**src/rtl/hbs_pkg.sv**
```systemverilog
package hbs_pkg;
    typedef enum logic [1:0] {
        WAKE_SLEEP = 2'd0,
        WAKE_WAIT  = 2'd1,
        WAKE_RUN   = 2'd2
    } wake_e;

    typedef enum logic [1:0] {
        TRIP_IDLE   = 2'd0,
        TRIP_GLITCH = 2'd1,
        TRIP_RETRY  = 2'd2
    } trip_e;
endpackage

```
**src/rtl/hbs_wake.sv**
```systemverilog
module hbs_wake
    import hbs_pkg::*;
#(
    parameter int WAKE_CYC = 100000
) (
    input  logic  clk,
    input  logic  rst,
    input  logic  sleep_n,
    output wake_e state
);
    localparam int CW = $clog2(WAKE_CYC + 1);

    wake_e         nxt;
    logic [CW-1:0] cnt, cnt_nxt;

    always_ff @(posedge clk) begin
        if (rst) begin
            state <= WAKE_WAIT;
            cnt   <= '0;
        end else begin
            state <= nxt;
            cnt   <= cnt_nxt;
        end
    end

    always_comb begin
        nxt     = state;
        cnt_nxt = cnt;
        if (!sleep_n) begin
            nxt     = WAKE_SLEEP;        // sleep-enter
            cnt_nxt = '0;
        end else begin
            unique case (state)
                WAKE_SLEEP: begin
                    nxt     = WAKE_WAIT; // wake-start
                    cnt_nxt = '0;
                end
                WAKE_WAIT: begin
                    if (cnt == CW'(WAKE_CYC - 1)) begin
                        nxt     = WAKE_RUN; // wake-done
                        cnt_nxt = '0;
                    end else begin
                        cnt_nxt = cnt + 1'b1;
                    end
                end
                WAKE_RUN: nxt = WAKE_RUN;
                default: begin
                    nxt     = WAKE_WAIT;
                    cnt_nxt = '0;
                end
            endcase
        end
    end
endmodule

```
**src/rtl/hbs_trip.sv**
```systemverilog
module hbs_trip
    import hbs_pkg::*;
#(
    parameter int DEGLITCH_CYC = 300,
    parameter int RETRY_CYC    = 160000
) (
    input  logic  clk,
    input  logic  rst,
    input  logic  active,
    input  logic  trip,
    output trip_e state
);
    localparam int MAXC = (DEGLITCH_CYC > RETRY_CYC) ? DEGLITCH_CYC : RETRY_CYC;
    localparam int CW   = $clog2(MAXC + 1);

    trip_e         nxt;
    logic [CW-1:0] cnt, cnt_nxt;

    always_ff @(posedge clk) begin
        if (rst) begin
            state <= TRIP_IDLE;
            cnt   <= '0;
        end else begin
            state <= nxt;
            cnt   <= cnt_nxt;
        end
    end

    always_comb begin
        nxt     = state;
        cnt_nxt = cnt;
        if (!active) begin
            nxt     = TRIP_IDLE;             // trip-clear
            cnt_nxt = '0;
        end else begin
            unique case (state)
                TRIP_IDLE: begin
                    if (trip) begin
                        nxt     = TRIP_GLITCH; // trip-seen
                        cnt_nxt = CW'(1);
                    end
                end
                TRIP_GLITCH: begin
                    if (!trip) begin
                        nxt     = TRIP_IDLE;   // trip-drop
                        cnt_nxt = '0;
                    end else if (cnt == CW'(DEGLITCH_CYC - 1)) begin
                        nxt     = TRIP_RETRY;  // trip-confirm
                        cnt_nxt = '0;
                    end else begin
                        cnt_nxt = cnt + 1'b1;
                    end
                end
                TRIP_RETRY: begin
                    if (cnt == CW'(RETRY_CYC - 1)) begin
                        nxt     = TRIP_IDLE;   // retry-done
                        cnt_nxt = '0;
                    end else begin
                        cnt_nxt = cnt + 1'b1;
                    end
                end
                default: begin
                    nxt     = TRIP_IDLE;
                    cnt_nxt = '0;
                end
            endcase
        end
    end
endmodule

```
**src/rtl/hbs_gate.sv**
```systemverilog
module hbs_gate #(
    parameter int NUM_CH = 2
) (
    input  logic              allow,
    input  logic [NUM_CH-1:0] ch_en,
    input  logic [NUM_CH-1:0] ch_in,
    output logic [NUM_CH-1:0] hs_on,
    output logic [NUM_CH-1:0] ls_on
);
    for (genvar g = 0; g < NUM_CH; g++) begin : g_ch
        always_comb begin
            hs_on[g] = 1'b0;
            ls_on[g] = 1'b0;
            if (allow && ch_en[g]) begin
                if (ch_in[g]) hs_on[g] = 1'b1;
                else          ls_on[g] = 1'b1;
            end
        end
    end
endmodule

```
**src/rtl/hbridge_supervisor.sv**
```systemverilog
module hbridge_supervisor
    import hbs_pkg::*;
#(
    parameter int NUM_CH       = 2,
    parameter int DEGLITCH_CYC = 300,
    parameter int RETRY_CYC    = 160000,
    parameter int WAKE_CYC     = 100000
) (
    input  logic              clk,
    input  logic              rst,
    input  logic              sleep_n,
    input  logic [NUM_CH-1:0] ch_en,
    input  logic [NUM_CH-1:0] ch_in,
    input  logic              oc_flag,
    input  logic              sense_trip,
    input  logic              vsup_uv,
    input  logic              cp_uv,
    input  logic              therm_warn,
    input  logic              therm_shut,
    output logic [NUM_CH-1:0] hs_on,
    output logic [NUM_CH-1:0] ls_on,
    output logic              cp_en,
    output logic              fault_n
);
    wake_e wake_st;
    trip_e trip_st;
    logic  allow;

    hbs_wake #(.WAKE_CYC(WAKE_CYC)) u_wake (
        .clk     (clk),
        .rst     (rst),
        .sleep_n (sleep_n),
        .state   (wake_st)
    );

    hbs_trip #(.DEGLITCH_CYC(DEGLITCH_CYC), .RETRY_CYC(RETRY_CYC)) u_trip (
        .clk    (clk),
        .rst    (rst),
        .active (wake_st == WAKE_RUN),
        .trip   (oc_flag | sense_trip),
        .state  (trip_st)
    );

    always_comb begin
        allow   = sleep_n && (wake_st == WAKE_RUN) && (trip_st != TRIP_RETRY)
                  && !vsup_uv && !therm_shut;
        cp_en   = sleep_n && !vsup_uv && !therm_shut;
        fault_n = !sleep_n ? 1'b1
                : !((trip_st == TRIP_RETRY) || cp_uv || therm_warn || therm_shut);
    end

    hbs_gate #(.NUM_CH(NUM_CH)) u_gate (
        .allow (allow),
        .ch_en (ch_en),
        .ch_in (ch_in),
        .hs_on (hs_on),
        .ls_on (ls_on)
    );
endmodule

```
**config.mk**
```make
export PLATFORM = sky130hd
export DESIGN_NAME = hbridge_supervisor
export DESIGN_NICKNAME = d
export VERILOG_FILES = /design/src/rtl/hbs_pkg.sv /design/src/rtl/hbs_wake.sv /design/src/rtl/hbs_trip.sv /design/src/rtl/hbs_gate.sv /design/src/rtl/hbridge_supervisor.sv
export SDC_FILE = /design/constraint.sdc
export NUM_CORES = 1
export LEC_CHECK = 0
export BUFFER_PORTS_ARGS = -buffer_cell sky130_fd_sc_hd__buf_4
export CAP_MARGIN = 25
export CELL_PAD_IN_SITES_DETAIL_PLACEMENT = 0
export CELL_PAD_IN_SITES_GLOBAL_PLACEMENT = 1
export CORE_MARGIN = 1
export CORE_UTILIZATION = 44
export DETAILED_ROUTE_END_ITERATION = 8
export GPL_TIMING_DRIVEN = 1
export PLACE_DENSITY_LB_ADDON = 0.1
export SETUP_SLACK_MARGIN = 0.5
export SLEW_MARGIN = 10
export SYNTH_ARGS = -nofsm -noshare
export SYNTH_HDL_FRONTEND = slang
export SYNTH_HIERARCHICAL = 1
export SYNTH_SLANG_ARGS = --single-unit
export TNS_END_PERCENT = 5
```
**constraint.sdc**
```tcl
create_clock -name clk -period 2.45 [get_ports clk]
set_input_delay 0.3675 -clock clk [delete_from_list [all_inputs] [get_ports clk]]
set_output_delay 0.3675 -clock clk [all_outputs]
set_load 0.05 [all_outputs]
```
After elaboration in Yosys (flattened, before gate mapping)
Cells that the tools add are included.
- flip-flop bits (word level): 39
- bits in latches: 0
- memory bits (writable): 0
- bits in read-only memories: 0
- input port bits: 13
- memories: 0
- add/subtract/negate cells: 2
- $mul: 0
- div/mod/pow operators: 0
- magnitude comparators: 0
- equal/unequal tests: 13
- shifts and indexed selects: 0
- muxes and demuxes: 24
- bitwise operators: 3
- reductions and logical operators: 18
- operator list (operator ; number):
    2-to-1 mux 18 bit ; 4
    one-hot mux 18 bit (3 select lines) ; 1
    one-hot mux 17 bit (2 select lines) ; 1
    adder 18 x 1 -> 18 bit, second input constant ; 1
    equality test 18 bit, second input constant ; 1
    equality test 18 x 9 -> 1 bit, second input constant ; 1
    adder 17 x 1 -> 17 bit, second input constant ; 1
    equality test 17 bit, second input constant ; 1
    2-to-1 mux 17 bit ; 1
    2-to-1 mux 1 bit ; 10
    2-to-1 mux 2 bit ; 5
    logical AND 1 bit ; 8
    inequality test 2 x 1 -> 1 bit, second input constant ; 3
    one-hot mux 2 bit (3 select lines) ; 1
    equality test 2 x 1 -> 1 bit, second input constant ; 2
    equality test 2 bit, second input constant ; 2
    one-hot mux 2 bit (2 select lines) ; 1
    OR reduction 2 bit ; 2
    logical NOT 1 bit ; 3
    logical OR 1 bit ; 3
    inequality test 3 x 2 -> 1 bit, second input constant ; 1
    inequality test 3 bit, second input constant ; 1
    AND reduction 3 bit ; 1
    logical NOT 2 bit ; 1
    3 further kinds ; 4

Depth between registers and ports, before layout
- depth in word-level cells: 7
- gate-level depth with buffers: 7
- mapped depth without buffers: 6

Hierarchy
The synthesis kept the hierarchy.
- by module, submodules not included (module ; times used ; cells an instance ; area an instance (µm²)):
    hbs_wake ; 1 ; 115 ; 1026.0
    hbs_trip ; 1 ; 115 ; 972.2
    hbridge_supervisor ; 1 ; 6 ; 56.3
    hbs_gate ; 1 ; 4 ; 30.0

Worst setup path after synthesis
Ideal clock, no wire load.
- path type: flip-flop to output port
- from: register u_trip.state[0]
- to: output fault_n
- arrival time: 2.083 ns
- data required time: 2.082 ns
- slack: 0.000 ns
- stages on the path, launching flop included: 3
- buffers on the path: 0
- cells stage by stage: dfxtp_1 > nor2b_4 > o41ai_1
- cells in the longest elaborated chain, start to end: 6
- RTL lines (item ; RTL line ; source):
    start: declaration ; hbs_trip.sv:11 ; output trip_e state
    start signal: assignment ; hbs_trip.sv:24 ; state <= nxt;
    equality test 2 bit ; hbridge_supervisor.sv:49 ; : !((trip_st == TRIP_RETRY) || cp_uv || therm_warn || therm_shut);
    logical OR 1 bit (3 in series) ; hbridge_supervisor.sv:49 ;
    logical NOT 1 bit ; hbridge_supervisor.sv:49 ;
    2-to-1 mux 1 bit ; hbridge_supervisor.sv:48 ; fault_n = !sleep_n ? 1'b1
    end: declaration ; hbridge_supervisor.sv:23 ; output logic fault_n
Every way passes these cells.

Worst setup path in the final report
- from: register u_wake.cnt[1]
- to: register u_wake.state[0]
- cells in the longest elaborated chain, start to end: 2
- RTL lines (item ; RTL line ; source):
    start: declaration ; hbs_wake.sv:14 ; logic [CW-1:0] cnt, cnt_nxt;
    start signal: assignment ; hbs_wake.sv:22 ; cnt <= cnt_nxt;
    equality test 17 bit ; hbs_wake.sv:39 ; if (cnt == CW'(WAKE_CYC - 1)) begin
    inequality test 3 x 2 -> 1 bit (no source line) ; - ;
    end signal: assignment ; hbs_wake.sv:21 ; state <= nxt;
    end: declaration ; hbs_wake.sv:9 ; output wake_e state
Every way passes these cells.
A chain may end at the register's enable or synchronous reset.

==> flow_metrics.env <==
export IMPL_status="finished clean"
export IMPL_period_share_pct=81.3
export IMPL_fmax_mhz=502
export IMPL_cts_buffer_depth=2
export IMPL_die_y_um=70.8
export IMPL_ctsHtreeMaxLevel=2
export IMPL_syn_area_per_cell_um2=8.69
export IMPL_syn_num_nets=257
export IMPL_start_util_pct=46.9
export IMPL_drcViolationCount=0
export IMPL_grt_usage_pct=21.1
export IMPL_route_met3_wl_um=224
export IMPL_first_pass_iters=6
export IMPL_grt_pass1_vias=1755
export IMPL_layout_drive_gt1_share_pct=22.1
export IMPL_worstMarginPinSlew_ns=0.462
export IMPL_drt_first_iter_violations=101
export IMPL_num_rows=24
export IMPL_io_buffers=18
export IMPL_ant_nets=0
export IMPL_die_w_um=70.8
export IMPL_finalSetupTns_ns=0
export IMPL_via_per_inst=5.84
export IMPL_max_vdd_ir_drop_uv=284
export IMPL_worst_hold_slack_ns=0.285
export IMPL_path_class="reg -> reg"
export IMPL_yosysSeqAreaShare_pct=37.5
export IMPL_syn_area_um2=2080
export IMPL_crit_slowest_cell="or4_4"
export IMPL_slew_violations=0
export IMPL_fin_crit_ns=1.99
export IMPL_ys_async_sr_fraction_pct=0
export IMPL_dp_hpwl_mm=3.33
export IMPL_grt_max_degree=14
export IMPL_synth_yosys_warnings=6
export IMPL_stdcell_area_um2=2560
export IMPL_crit_chain="ha_1 > nand3_2 > or4_4 > o2111a_1 > a311o_1"
export IMPL_powerDensity_nw_per_um2=546
export IMPL_ios=19
export IMPL_final_common_cell="dfxtp_1"
export IMPL_final_util_pct=57.5
export IMPL_setup_viol=0
export IMPL_cp_max_fo=5
export IMPL_critPathLaunchType="flip-flop"
export IMPL_drv_cap=0
export IMPL_dpl_cell_area_um2=2330
export IMPL_seqCellArea_um2=785
export IMPL_coreArea_um2=4440
export IMPL_max_stage_delay_ns=0.54
export IMPL_endpoint_kind="flip-flop"
export IMPL_clk_latency_ns=0.30
export IMPL_arrival_ns=2.18
export IMPL_dieArea_um2=5020
export IMPL_cp_required_ns=2.64
export IMPL_clkTransAtPathRegs_ns=0.08
export IMPL_synth_edff_count=0
export IMPL_rsz0062_at_grt="true"
export IMPL_routabilityCongestion=0.820
export IMPL_hp_class="in -> reg"
export IMPL_grt_overflow_total=0
export IMPL_cts_buffers=5
export IMPL_skew_ns=0.00596
export IMPL_fillerInstances=414
export IMPL_p_leak_nw=0.844
export IMPL_top_layer="met4"
export IMPL_slew_limit_headroom_pct=69.2
export IMPL_insertedDiodeCount=0
export IMPL_root_buffer="clkbuf_8"
export IMPL_finalPower_mw=1.40
export IMPL_antenna_found_initial=0
export IMPL_wl_met1_mm=2.57
export IMPL_ys_ff_latch=39
export IMPL_ctsHoldBuffers=0
export IMPL_multi_input_area_um2=1300
export IMPL_layout_common_cells="dfxtp_1, buf_4, nor2_1"
export IMPL_routed_wl_mm=4.94
export IMPL_synthCells=240
export IMPL_area_delta_synth_final_pct=22.7
export IMPL_routedWlPerCell_um=15.2
export IMPL_grt_first_pass_wirelength_mm=8.42
export IMPL_tritoncts="done"
export IMPL_hold_viol_final=0
export IMPL_numClockSinks=39
export IMPL_synth_ff_type="dfxtp_1"
export IMPL_wl_met2_mm=2.09
export IMPL_vias=1892
export IMPL_ys_types=50
export IMPL_nets=288
-- through the flow --
step	instances	setup slack [ns]
after global placement	313	0.299
after detailed placement	313	0.288
final	324	0.457
after CTS	324	0.472
after global routing	324	0.390
after floorplan	240	0.257
-- worst max-delay path: cells and delay by family (launching register included) --
kind | cells | cell delay [ns]
simple gates | 2 | 0.65
compound gates | 2 | 0.57
flops | 1 | 0.43
fa+ha+maj | 1 | 0.23
-- worst paths after layout --
path / start / end / slack [ns] / depth (start not counted)
worst min register to register: u_wake/cnt[16] / u_wake/cnt[16] / 0.52 / 2
worst max register to register: u_wake/cnt[1] / u_wake/state[0] / 0.46 / 5
worst max-delay path: u_wake/cnt[1] / u_wake/state[0] / 0.46 / 5
worst min-delay path: rst / u_wake/state[0] / 0.29 / 2
-- report_power, final --
| part | switching (mW) | total, mW | internal (mW) |
|---|---|---|---|
| sequential | 0.00665 | 0.645 | 0.639 |
| combinational | 0.0594 | 0.104 | 0.0445 |
| clock | 0.240 | 0.646 | 0.406 |
| total | 0.306 | 1.40 | 1.09 |
-- kinds of logic after synthesis --
family                   after synthesis  synth area share (%)
AND/OR/NAND/NOR                      118                  32.5
AO/OA/AOI/OAI                         42                  15.1
flip-flops                            39                  37.5
XOR/XNOR                              21                  8.82
buffers and inverters                 15                  3.24
adder cells (fa/ha/maj)                4                  2.40
multiplexers                           1                 0.540
-- cell type report --
cell class	count	share of cell area, %
Tap cell	52	2.54
Sequential cell	39	30.7
Clock buffer	5	2.69
Timing Repair Buffer	31	9.39
Multi-Input combinational cell	186	50.9
Clock inverter	3	2.64
Inverter	8	1.17
-- sequential cells by signal, indices dropped and copies added (netlist names) --
signal	count
u_trip/state	2
u_wake/state	2
u_wake/cnt	17
u_trip/cnt	18
-- cell usage after synthesis, drive strengths merged, types with 3 or more instances --
cell type / instances / area share (%)
or3: 9 / 2.7
nor3: 7 / 1.7
and3b: 3 / 1.3
and4: 3 / 1.3
xor2: 12 / 5.0
a21oi: 7 / 1.7
o21ai: 8 / 2.5
nor2: 22 / 4.0
nand2: 17 / 3.1
xnor2: 9 / 3.8
a211oi: 7 / 2.5
a221oi: 5 / 2.1
ha: 4 / 2.4
and3: 4 / 1.2
nor2b: 4 / 1.6
nand2b: 3 / 0.90
clkbuf: 5 / 0.90
o22ai: 4 / 1.2
inv: 8 / 1.4
o41ai: 3 / 1.3
dfxtp: 39 / 37
or4: 4 / 1.7
nor4: 6 / 1.8
nand4: 10 / 3.0
nand3: 15 / 3.8
-- per-layer routing --
layer | up-vias | GRT usage [%]
met5 | - | 0
met2 | 38 | 31.1
met4 | 0 | 6.44
met1 | 894 | 30.3
li1 | 955 | -
met3 | 5 | 5.41
-- what timing repair did --
action | in CTS | in global routing
cloned | 1 | 0
endpoints found under the setup margin | 25 | 38
pin swaps | 3 | 0
gates resized for setup | 14 | 2
buffers inserted | 2 | 0
Power figures use the tool's default switching activity.
